[config.mk]
export PLATFORM = sky130hd
export DESIGN_NAME = decode_redirect_unit
export DESIGN_NICKNAME = d
export VERILOG_FILES = /design/src/rtl/dru_pkg.sv /design/src/rtl/dru_predict.sv /design/src/rtl/dru_guard.sv /design/src/rtl/dru_tag_stage.sv /design/src/rtl/decode_redirect_unit.sv
export SDC_FILE = /design/constraint.sdc
export NUM_CORES = 1
export LEC_CHECK = 0
export ABC_AREA = 1
export BUFFER_PORTS_ARGS = -buffer_cell sky130_fd_sc_hd__buf_2
export CAP_MARGIN = 10
export CORE_MARGIN = 4
export CORE_UTILIZATION = 50
export DETAILED_ROUTE_END_ITERATION = 10
export PLACE_DENSITY_LB_ADDON = 0.15
export SYNTH_ARGS = -nofsm -noshare
export SYNTH_HDL_FRONTEND = slang
export SYNTH_SLANG_ARGS = --single-unit
export TNS_END_PERCENT = 10
[constraint.sdc]
create_clock -name clk -period 2 [get_ports clk]
set_input_delay 0.2 -clock clk [delete_from_list [all_inputs] [get_ports clk]]
set_output_delay 0.2 -clock clk [all_outputs]
set_load 0.02 [all_outputs]
[src/rtl/dru_pkg.sv]
// Shared types for the decode redirect unit.
// Assumes a two-bit instruction class coming from the decoder.
package dru_pkg;

    // Instruction class as delivered by the decoder
    typedef enum logic [1:0] {
        CLS_OTHER = 2'd0,
        CLS_COND  = 2'd1,
        CLS_JDIR  = 2'd2,
        CLS_JIND  = 2'd3
    } instr_cls_e;

    localparam int unsigned CLS_W = 2;

endpackage

[src/rtl/dru_predict.sv]
// Direction predictor and target adder for the instruction in decode.
// Produces a redirect-eligibility flag and the target PC+offset.
// Assumes the offset is already sign-extended to XLEN bits.
module dru_predict
    import dru_pkg::*;
#(
    parameter int unsigned XLEN           = 32,
    parameter bit          BACKWARD_TAKEN = 1'b1
) (
    input  logic             valid_i,
    input  logic [CLS_W-1:0] cls_i,
    input  logic [XLEN-1:0]  pc_i,
    input  logic [XLEN-1:0]  imm_i,
    output logic             want_o,
    output logic [XLEN-1:0]  target_o
);

    localparam int unsigned SIGN_BIT = XLEN - 1;

    instr_cls_e cls;
    logic       cond_take;

    // Cast the raw class bits into the enum
    always_comb cls = instr_cls_e'(cls_i);

    // Pick the conditional-branch policy at elaboration time
    generate
        if (BACKWARD_TAKEN) begin : g_btfn
            // Backward offsets (sign set) are guessed taken
            always_comb cond_take = imm_i[SIGN_BIT];
        end else begin : g_never
            logic unused_sign;
            // Conditional branches are never guessed taken
            always_comb begin
                unused_sign = imm_i[SIGN_BIT];
                cond_take   = 1'b0;
            end
        end
    endgenerate

    // Decide whether the decode instruction wants to steer fetch
    always_comb begin
        unique case (cls)
            CLS_COND: want_o = valid_i & cond_take;
            CLS_JDIR: want_o = valid_i;
            CLS_JIND: want_o = 1'b0;
            default:  want_o = 1'b0;
        endcase
    end

    // PC-relative target, wrapping modulo 2^XLEN
    always_comb target_o = pc_i + imm_i;

endmodule

[src/rtl/dru_guard.sv]
// One-shot guard for a decode slot that is held by a stall.
// Lets the slot redirect once, remembers that, and forgets on
// advance or on an execute flush. Assumes stall means the same
// instruction stays in decode next cycle.
module dru_guard (
    input  logic clk,
    input  logic rst_n,
    input  logic want_i,
    input  logic stall_i,
    input  logic flush_i,
    output logic fire_o
);

    logic done_q;

    // Issue a redirect unless overridden or already issued for this slot
    always_comb fire_o = want_i & ~flush_i & ~done_q;

    // Remember an issued redirect while the slot stays held
    always_ff @(posedge clk) begin
        if (!rst_n) begin
            done_q <= 1'b0;
        end else begin
            done_q <= stall_i & ~flush_i & (done_q | fire_o);
        end
    end

endmodule

[src/rtl/dru_tag_stage.sv]
// Register that carries the predicted direction into execute.
// Inserts a bubble when decode stalls or execute flushes.
module dru_tag_stage (
    input  logic clk,
    input  logic rst_n,
    input  logic stall_i,
    input  logic flush_i,
    input  logic valid_i,
    input  logic pred_i,
    output logic tag_valid_o,
    output logic tag_taken_o
);

    // Advance the tag or drop a bubble into execute
    always_ff @(posedge clk) begin
        if (!rst_n) begin
            tag_valid_o <= 1'b0;
            tag_taken_o <= 1'b0;
        end else if (stall_i || flush_i) begin
            tag_valid_o <= 1'b0;
            tag_taken_o <= 1'b0;
        end else begin
            tag_valid_o <= valid_i;
            tag_taken_o <= pred_i;
        end
    end

endmodule

[src/rtl/decode_redirect_unit.sv]
// Decode-stage static redirect unit. It redirects fetch for
// backward conditional branches and direct jumps, squashes the
// younger fetched slot, and hands the guessed direction to execute.
// Assumes that fetch guesses sequential flow and that an execute
// redirect flushes decode.
module decode_redirect_unit
    import dru_pkg::*;
#(
    parameter int unsigned XLEN           = 32,
    parameter bit          BACKWARD_TAKEN = 1'b1
) (
    input  logic             clk,
    input  logic             rst_n,
    input  logic             dec_valid_i,
    input  logic             dec_stall_i,
    input  logic [CLS_W-1:0] dec_class_i,
    input  logic [XLEN-1:0]  dec_pc_i,
    input  logic [XLEN-1:0]  dec_imm_i,
    input  logic             ex_redirect_i,
    output logic             redir_valid_o,
    output logic [XLEN-1:0]  redir_target_o,
    output logic             squash_o,
    output logic             ex_tag_valid_o,
    output logic             ex_tag_taken_o
);

    logic want;
    logic fire;

    dru_predict #(
        .XLEN           (XLEN),
        .BACKWARD_TAKEN (BACKWARD_TAKEN)
    ) u_predict (
        .valid_i  (dec_valid_i),
        .cls_i    (dec_class_i),
        .pc_i     (dec_pc_i),
        .imm_i    (dec_imm_i),
        .want_o   (want),
        .target_o (redir_target_o)
    );

    dru_guard u_guard (
        .clk     (clk),
        .rst_n   (rst_n),
        .want_i  (want),
        .stall_i (dec_stall_i),
        .flush_i (ex_redirect_i),
        .fire_o  (fire)
    );

    dru_tag_stage u_tag (
        .clk         (clk),
        .rst_n       (rst_n),
        .stall_i     (dec_stall_i),
        .flush_i     (ex_redirect_i),
        .valid_i     (dec_valid_i),
        .pred_i      (want),
        .tag_valid_o (ex_tag_valid_o),
        .tag_taken_o (ex_tag_taken_o)
    );

    // Fetch redirect and younger-slot kill travel together
    always_comb begin
        redir_valid_o = fire;
        squash_o      = fire;
    end

endmodule

==> results of run 1 <==
## state kept, by name (all words and copies together), names as in the netlist
name,flops
u_tag.tag_valid_o,1
u_guard.done_q,1
u_tag.tag_taken_o,1
## how the worst min path moves through the flow
stage	from	end	cells past startpoint
finish	dec_valid_i	u_tag.tag_valid_o	3
CTS	dec_valid_i	u_tag.tag_valid_o	3
global route	dec_valid_i	u_tag.tag_valid_o	3
global placement	dec_valid_i	u_tag.tag_valid_o	3
detailed placement	dec_valid_i	u_tag.tag_valid_o	3
floorplan	dec_valid_i	u_tag.tag_valid_o	2
## layout make-up
cell class,instances,area (sq um),area share (%)
flip-flops and latches,3,60.1,1.80
well taps,67,83.8,2.51
clock buffers,4,45.0,1.35
multi-input cells,393,2140,63.9
inverters,116,435,13.0
repair buffers,112,584,17.5
## cell usage after synthesis (all sizes together) (2+ instances only)
| library cell | n | area, sq um |
|---|---|---|
| xor2 | 14 | 123 |
| a21oi | 22 | 114 |
| o21bai | 2 | 15.0 |
| nand4 | 3 | 18.8 |
| dfxtp | 3 | 60.1 |
| nand2 | 236 | 921 |
| inv | 116 | 435 |
| xnor2 | 2 | 17.5 |
| ha | 33 | 413 |
| nor3 | 6 | 40.0 |
| nor2 | 43 | 166 |
| nand3 | 27 | 155 |
## through the flow
step / power [mW] / hold slack [ps]
after floorplan: 0.800 / 327
after global placement: 1.12 / 436
after detailed placement: 1.13 / 439
after CTS: 1.32 / 215
after global routing: 1.50 / 237
final: 1.37 / 220
## critical path: cells and delay by family
| kind | cells | cell delay, ps |
|---|---|---|
| AND/OR/NAND/NOR | 4 | 400 |
| XOR/XNOR | 1 | 120 |
| buffers and inverters | 3 | 320 |
| adder cells (fa/ha/maj) | 1 | 360 |
| AO/OA/AOI/OAI | 1 | 360 |
## report_power, final
part | leakage (nW) | internal [mW] | switching, mW
clock | 0.0228 | 0.136 | 0.0409
sequential | 0.0243 | 0.0613 | 0.000225
combinational | 2.22 | 0.413 | 0.715
## layer usage
metal / global-route usage, % / up-vias
met5: 0 / -
met3: 2.15 / 7
met1: 27.9 / 1428
met2: 44.7 / 89
li1: - / 1763
met4: 4.64 / 0
## kinds of logic after synthesis
kind of cell,Yosys count
AND/OR/NAND/NOR,318
flip-flops,3
XOR/XNOR,16
buffers and inverters,117
adder cells (fa/ha/maj),34
AO/OA/AOI/OAI,25
## repair_timing
action | 4_1_cts | 5_1_grt
buffers inserted | 1 | 2
setup endpoints to repair | 3 | 15
pin swaps | 1 | 6
resized for setup | 4 | 27
==> results.txt, run 1 <==
- Result of the run: completed
* Sequential area share after synthesis: 2.37%
* Via-to-Cell Ratio: between 4 and 5
* Reg2reg setup slack: about 1400 ps
- Core region area: 4820 sq um
* CP startpoint kind: primary input
- For this block, the initial DRC count from the detailed router was 123.
- Endpoint of the worst-slack reg-to-reg timing path: u_guard.done_q
- Remaining max-slew budget at the tightest pin: 72.1%
- Drt pass-1 iters: 4
- STA classifies the critical path endpoint as an output pin.
- Cells along the critical path: buf_2, ha_1, nand2_2, inv_2, a21oi_1, nor2_1, nor2_1, nand2_1, xor2_1, buf_2
* Max Fclk: 0.509 GHz
* TritonCTS clock tree: done
- The detailed router put a total of between 3000 and 4000 microns of wire on met1.
* WL met3: 350 microns
- Height of the die: 79.2 microns
- Die ar.: 6280 sq um
- Clock tree synthesis found a total of 3 sinks.
* Clock root cell: clkbuf_8
- Boundary pin count: 107
- Signal routing reaches up to met4.
- The floorplan has 25 rows.
- Cells fill 69.4% of the core in the end.
- Maximum vdd ir drop: 0.000428 V
* Overflow after GRT: 0
- Setup violations remaining at the end of the flow were counted as 0.
- Leaving out fill and tap cells, the most frequent cells in the layout are 216 x nand2_1, 113 x inv_1, 104 x buf_2, 35 x nor2_1, 25 x ha_1.
- In the final design database the tool counted 734 nets.
- Number of placed instances, taps included: 688
* Post-synthesis xor/xnor area fraction: under 10%
- In this run the deepest clock path goes through 2 buffers.
- Along the worst path, the maximum fanout reaches 4.
* Placer Congestion: 0.971
- Maximum cell stage delay along the critical path: 360 ps
- Largest family of logic cells by synthesized area: simple AND/OR/NAND/NOR gates
* Wire length of the first global-routing pass: 12200 microns
- The routed layout has 3287 vias.
- Latest clock arrival within the worst-skew pair: 220 ps
* Launch point of the worst path: dec_pc_i[11]
* DR WL/cell: 10.7 microns
- Cells after synthesis: 513
- The library cell used most frequently in the layout, excluding fill and tap cells, is nand2_1.
- The synthesized netlist devotes ~5.4% of its cell area to compound gates.
* Final Instance Area: 3340 sq um
- Arrival time at the worst endpoint: 1760 ps
- The portion of synthesized area spent on multiplexers is 0%.
- Setup repair after global routing could not meet its margin everywhere.
- Vias in the first global route: slightly above 3000
- Each instance of the synthesized netlist takes up on average roughly 5 sq um.
- Number of flops mapped to enable cells by yosys: 0
- Startpoint of the worst-slack reg-to-reg timing path: u_guard.done_q
* Max-cap viol count: 0
- Share of layout cells above drive strength 1: 26.6%
* GRT Util Overall: 23.3%
- Setup total negative slack: 0 ps
- Measured in cells, the most critical reg-to-reg path has a length of 2.
- Leak pwr: 2.27 nW
* Power Density: 409 nW/um^2
- Width of the chip: about 79 microns
- The count of cells in the finished layout, fillers not included, comes to slightly below 700.
- After layout, the worst setup slack is 35.7 ps.
* H-tree level count: 1
* Cell Area, Placed: 3170 sq um
- Data required time at the worst endpoint: ~1800 ps
- Final Critical Period: 1960 ps
- After synthesis, the netlist uses 24 different library cells.
* Number of inserted diodes: 0
- The synthesized netlist devotes 17.1% of its cell area to adder and majority cells.
* Layout overhead on the synthesized area: 31.9%
* Fill cells: 494
* Setup slack after placement: -97.1 ps
* Netlist area before placement: 2540 sq um
- Clock tree synthesis inserted a total of 3 buffers.
- Type of the most critical hold path: primary input to flop
- Dividing the final minimum period by the clock period gives 98.2%.
- After detailed routing, the total wire length is 7460 microns.
* Number of hold buffers added after cts: 0
- The critical path in this run is classified as primary input to output pin.
* Synthesis Warnings: 0
- Among all flip-flop cells after synthesis, the most frequent one is dfxtp_1.
- After legalization and detailed placement, the total HPWL measured around 6400 microns.
- Synthesized netlist net count: between 600 and 700
* Worst setup endpoint: redir_target_o[16]
* Remaining antenna violation count after routing: 0
- Number of hold violations in the final report: 0
- Counting flops and latches in the post-synthesis netlist gives 3.
- Register clock-pin slew on the reported worst setup and hold paths: 30 ps
* DRC: 0
* Number of antenna violations at the first check in global routing: 0
- In this run the tool buffered the top-level ports with 106 buffer cells.
- Of the total synthesized cell area, the portion taken by AND, OR, NAND and NOR gates is 52.2%.
* Slew at the pin closest to its max-slew limit: between 400 and 500 ps
- Entering global routing, the biggest net connects 7 pins.
- The final number of max-transition violations is 0.
- Between clock sinks in the finished design, the worst skew comes to 0 ps.
- For this design, the slowest cell found on the critical path is ha_1.
* Total length of routed met2 wires: approximately 3700 microns
* Initial core utilization: 52.6%
- Share of synthesized registers carrying an async set or reset: 0%
Power figures use the tool's default switching activity.
==> run 2: changes to the inputs <==
Settings changed: MAX_ROUTING_LAYER from default to met4.
==> results.txt, run 2 (synthesis gave the netlist of run 1 again) <==
* Number of sinks driven by the clock tree: 3
* Cts bufs inserted: 3
- Clock-pin slew was measured on the worst setup and hold paths at 30 ps.
* Routed wire length: 7520 microns
* Post-route clock period utilization: between 90% and 100%
* Internal portion of total power: 0.600 mW
- STA classifies the critical path startpoint as a primary input.
* Number of hold violations in the final report: 0
- Most common cell after layout, fill and taps aside: nand2_1
- Initial drt markers: 132
- Crit path kind: primary input to output pin
- TritonCTS clock tree: done
- Cell count of the worst hold path: 3
- Skew final: 0 ps
- Setup total negative slack: 0 ps
- At the placement stage, the worst setup path has a slack of -97.9 ps.
* Final Hold Slack: 241 ps
* H-tree level count: 1
- Area taken by flip-flops and latches: 60.1 sq um
- The die covers 6280 sq um.
- GRT Util Overall: 23.9%
- Data required time at the worst endpoint: 1800 ps
* HPWL after DPL: 6510 microns
* Via-to-Cell Ratio: 4.71
- The count of nets left with antenna violations once routing finished came out at 0.
- Portion of total power attributed to sequential cells: 4.6%
* Largest net degree at the start of global routing: 7
* Net Sw Frac: 55.3%
* Clock network fraction of total power: between 10% and 20%
- Buffers inserted to repair hold after CTS numbered 0.
* Max-cap viol count: 0
- The floorplan has 25 rows.
- Dividing the detail-routed wire length by the instance count gives 10.9 microns.
- Net switching power figure: between 0.7 and 0.8 mW
- Per report_power, the combinational group accounts for 82.5% of the total.
* Maximum vdd ir drop: 0.000469 V
- In this run the deepest clock path goes through 2 buffers.
- Initial core utilization: between 50 and 60%
* Post-layout net count: 732
- Number of pins exceeding their max-slew limit in the final report: 0
* Setup violations, final: 0
* Drt pass-1 iters: 5
- CTS placed an instance of clkbuf_8 at the clock tree root.
- The largest registers in the layout are u_guard.done_q (1), u_tag.tag_taken_o (1), u_tag.tag_valid_o (1).
- Clock latency on the worst-skew pair, taken at its later pin, is 210 ps.
- Most used cells in the layout excluding fill and tap cells: 216 x nand2_1, 113 x inv_1, 105 x buf_2, 36 x nor2_1, 23 x ha_1
- In this run the tightest slew margin relative to its limit is 78.6%.
- Type of the most critical hold path: primary input to flop
- Power Density: 407 nW/um^2
- Wire length of the first global-routing pass: 12400 microns
- Number of port buffers: 106
- Slew at the pin closest to its max-slew limit: 321 ps
- Share of layout cells above drive strength 1: 26.2%
- Boundary pin count: approximately 110
- Height of the die: 79.2 microns
- Max FO, Critical Path: 4
* Width of the chip: roughly 79 microns
- Global routing finished with a remaining overflow of 0.
- Arrival time at the worst endpoint: 1740 ps
* Max Fclk: between 0.5 and 0.6 GHz
* Placer Congestion: 0.966
- Once routing completed, OpenROAD measured the worst setup slack at 62.5 ps.
* Result of the run: completed
- In the routed design, unresolved DRC markers number 0.
- Depth of the worst register-to-register path: 2
- Compared with the post-synthesis result, the final layout area differs by 30.1%.
* Overall Power: about 1.3 mW
- The filler cells instantiated in the layout total between 500 and 600.
* Via count: roughly 3300
* Multi-input combinational cell area: 2110 sq um
- STA classifies the critical path endpoint as an output pin.
- Setup repair after global routing could not meet its margin everywhere.
- Final Critical Period: 1940 ps
* Leak pwr: 2.25 nW
- The total area inside the core boundary comes to 4820 sq um.
* Number of antenna violations at the first check in global routing: 0
- Vias in the first global route: approximately 3000
- 0 antenna diodes ended up in the layout.
==> run 2: final timing paths <==
| path | start | end | slack (ps) |
|---|---|---|---|
| max | dec_pc_i[0] | redir_target_o[28] | 60 |
| min | dec_valid_i | u_tag.tag_valid_o | 240 |
| max reg2reg | u_guard.done_q | u_guard.done_q | 1420 |
| min reg2reg | u_guard.done_q | u_guard.done_q | 460 |
==> run 2: power by group through the flow <==
| stage | logic, mW | registers [mW] | clock network, mW |
|---|---|---|---|
| after floorplan | 0.736 | 0.0632 | 0 |
| after global placement | 1.06 | 0.0622 | 0 |
| after detailed placement | 1.07 | 0.0622 | 0 |
| after CTS | 1.08 | 0.0615 | 0.175 |
| after global routing | 1.23 | 0.0615 | 0.184 |
| final | 1.11 | 0.0615 | 0.174 |
==> run 2: per-layer routing <==
layer  wire length [microns]  vias to the layer above  GRT usage [%]
li1                        -                     1766              -
met1                    3260                     1396           28.8
met2                    3730                       95           45.0
met3                     500                        4           2.04
met4                      34                        0           1.55
met5                       0                        -              -
==> run 2: area by class of cell <==
class,instances,area share [%]
flip-flops and latches,3,1.82
multi-input cells,393,64.0
well taps,67,2.54
clock buffers,4,1.37
repair buffers,110,17.1
inverters,116,13.2
==> run 2: critical path, stage by stage <==
cell	delay (ps)
buf_2	100
ha_2	180
fa_2	380
nand3_2	90
nand3_2	80
nand2_2	80
nand2_4	70
nand2_2	70
nand2_2	80
nand2_2	100
nand2_1	50
nand2_1	50
nand2_1	40
buf_4	150
==> run 2: stage by stage <==
step / utilization, % / instance area, sq um / std cells
3_3_place_gp: 65.7 / 3170 / 688
3_5_place_dp: 65.7 / 3170 / 688
2_1_floorplan: - / 2540 / 513
6_report: 68.5 / 3300 / 693
5_1_grt: 68.5 / 3300 / 693
4_1_cts: 67.0 / 3230 / 692
==> run 2: what timing repair did <==
action | 4_1_cts | 5_1_grt
gates resized for setup | 5 | 21
endpoints found under the setup margin | 3 | 13
setup buffers | 0 | 1
cloned | 0 | 0
pin swaps | 2 | 3
==> run 3: changes to the inputs <==
Settings changed: SYNTH_HIERARCHICAL from default to 1.
==> results.txt, run 3 <==
* Result of the run: completed
- After detailed routing, the average wire length per cell comes to 11.6 microns.
- The clock drives 3 sinks.
- Layout overhead on the synthesized area: 32.7%
- Netlist area before placement: between 2000 and 3000 sq um
- Skew final: 0 ps
- The final number of max-transition violations is 0.
* Final standard cell count with taps included and fillers excluded: 699
- By instance count, the leading cell after synthesis is nand2_1.
* Placer Congestion: 0.909
- Boundary pin count: between 100 and 150
- Row generation in the floorplan step produced 25 rows.
* Data required time at the worst endpoint: around 1800 ps
* Largest net degree at the start of global routing: 7
- Initial drt markers: 156
- Height of the die: between 70 and 80 microns
- After synthesis, the mean cell area works out to between 4 and 5 sq um.
- Clock network fraction of total power: 13.1%
- In the routed layout, each cell is associated on average with a via count of 4.80.
* Largest registers: u_guard/done_q (1), u_tag/tag_taken_o (1), u_tag/tag_valid_o (1)
- Power Density: 412 nW/um^2
- Number of placed instances, taps included: 691
- Arrival time at the worst endpoint: 1760 ps
- Top flip-flop cell by instance count after synthesis: dfxtp_1
- Setup repair after global routing could not meet its margin everywhere.
- Share of layout cells above drive strength 1: 27.1%
* Setup total negative slack: 0 ps
* Share of synthesized registers carrying an async set or reset: 0%
- For the worst flop-to-flop path, the logic depth is 2.
- Slew at the pin closest to its max-slew limit: 528 ps
- In this run the tool buffered the top-level ports with 106 buffer cells.
* Remaining max-slew budget at the tightest pin: 64.7%
- Counting distinct cell types in the post-synthesis netlist gives 24.
- The number of hold violations in the final report is 0.
* Register bit total from synthesis: 3
* Number of hold buffers added after cts: 0
* Number of flops mapped to enable cells by yosys: 0
- Max Fclk: between 0.5 and 0.6 GHz
- The initial utilization of the core area, before any placement, comes to 52.9%.
- After synthesis, the largest area contributor takes up 32.8% of total cell area.
- Final Critical Period: 1960 ps
- Portion of total power attributed to sequential cells: 4.4%
* Latest clock arrival within the worst-skew pair: about 220 ps
- Share of total power in combinational logic: 82.5%
* Fill cells: 479
* Cts bufs inserted: 3
- After layout, the worst path uses 98.2% of the clock period.
- Vias in the first global route: 3120
* Most used cells in the layout excluding fill and tap cells: 216 x nand2_1, 113 x inv_1, 104 x buf_2, 38 x nor2_1
* Overflow after GRT: 0
- Sequential area share after synthesis: 2.36%
* GRT Util Overall: around 24%
* Wire length of the first global-routing pass: 12500 microns
* Net Sw Frac: 55.5%
- Of all nets on the critical path, the largest fanout is 3.
- By startpoint and endpoint, the worst setup path is classified as primary input to output pin.
- Width of the chip: between 70 and 80 microns
- Cell seen most often among critical-path stages: nand2_1
* Synthesis Warnings: 6
- Core region area: between 4000 and 5000 sq um
* Number of inserted diodes: 0
- Synthesis produced a netlist with a net count of 621.
- Cell count of the worst hold path: 3
* Most common cell after layout, fill and taps aside: nand2_1
* Endpoint type of the worst setup path: output pin
- Across all layers, the routed design uses 3354 vias.
- The clock passes through at most 2 buffers.
- Number of antenna violations at the first check in global routing: 0
- The largest individual stage delay along the critical path comes from the cell fa_2.
- After the last flow step, the layout net total stands at 738.
- Max-cap violations in this run came to 0.
* Cells along the critical path: buf_2, ha_4, fa_2, buf_4, nand2_1, nand3_2, nand2_2, nand2_2, nand2_2, nand2_1, nand2_1, nand2_1, buf_2
- Leading post-synthesis cells by cell area: nand2_1 33%, inv_1 17%, ha_1 16%
- Maximum cell stage delay along the critical path: 380 ps
- After detailed routing, the number of remaining DRC violations is 0.
* Drt pass-1 iters: 5
* Most instantiated cells after synthesis: 223 x nand2_1, 113 x inv_1, 43 x nor2_1, 33 x ha_1, 24 x nand3_1
- TritonCTS built the clock tree.
* Routed wire length: 8100 microns
- The worst setup path is launched from a primary input.
- Die ar.: 6310 sq um
- Remaining antenna violation count after routing: 0
- Maximum vdd ir drop: 0.000422 V
- Reg2reg setup slack: 1440 ps
- The analysis attributes to net switching a power of 0.774 mW.
* Type of the most critical hold path: primary input to flop
* HPWL after DPL: 6640 microns
- Leak pwr: 2.29 nW
* Library cell with the largest summed area after synthesis: nand2_1
- In this run the number of H-tree levels came out at 1.
- Cells after synthesis: 516
* Internal portion of total power: 0.621 mW
- Clock root cell: clkbuf_8
- Setup violations remaining at the end of the flow were counted as 0.
* Register clock-pin slew on the reported worst setup and hold paths: ~40 ps
run 3: layout make-up:
type,count,area [sq um],share of cell area (%)
clock buffer,4,45.0,1.33
timing repair buffer,113,588,17.4
multi-input combinational,395,2170,64.0
inverter,117,440,13.0
sequential,3,60.1,1.77
tap,67,83.8,2.48
run 3: power groups by stage:
stage / Combinational (mW) / Clock, mW / Sequential, mW
final: 1.15 / 0.183 / 0.0613
after global placement: 1.06 / 0 / 0.0621
after CTS: 1.09 / 0.183 / 0.0613
after global routing: 1.27 / 0.192 / 0.0613
after detailed placement: 1.07 / 0 / 0.0622
after floorplan: 0.739 / 0 / 0.0631
run 3: final timing paths:
| path | endpoint | start |
|---|---|---|
| setup / recovery | redir_target_o[30] | dec_pc_i[0] |
| hold / removal | u_tag/tag_valid_o | dec_valid_i |
| setup reg to reg | u_guard/done_q | u_guard/done_q |
| hold reg to reg | u_guard/done_q | u_guard/done_q |
run 3: what timing repair did:
action	4_1_cts	5_1_grt
setup endpoints to repair	3	15
hold endpoints to repair	0	0
buffers inserted	1	3
pin swaps	1	6
gates resized for setup	4	29
run 3: per-layer routing:
metal	track usage, %	up-vias	share of wire [%]
met3	1.24	6	5.7
met2	45.9	112	51
li1	-	1776	-
met1	28.9	1460	43
met5	-	-	0
met4	3.09	0	0.40
run 3: cells by family after synthesis:
kind of cell               count (synthesis)  synth area share, %
and+or+nand+nor                          320                 52.1
buffers and inverters                    118                 17.6
adders and majority gates                 34                 17.0
AOI/OAI and AO/OA                         25                 5.50
xor gates and xnor gates                  16                 5.50
DFF                                        3                 2.36
run 3: critical path: cells and delay by family:
| family | cells | cell delay [ps] |
|---|---|---|
| buf+inv | 3 | 420 |
| simple gates | 8 | 590 |
| fa+ha+maj | 2 | 540 |
run 3: per-stage QoR:
stage	power, mW	hold WS (ps)	worst slack (ps)	util, %	instance area [sq um]
3_3_place_gp	1.13	429	-46.0	66.0	3180
2_1_floorplan	0.802	312	149	-	2550
6_report	1.39	221	35.7	70.3	3380
4_1_cts	1.33	217	13.4	67.3	3240
5_1_grt	1.52	214	-53.0	70.3	3380
3_5_place_dp	1.14	436	-117	66.0	3180
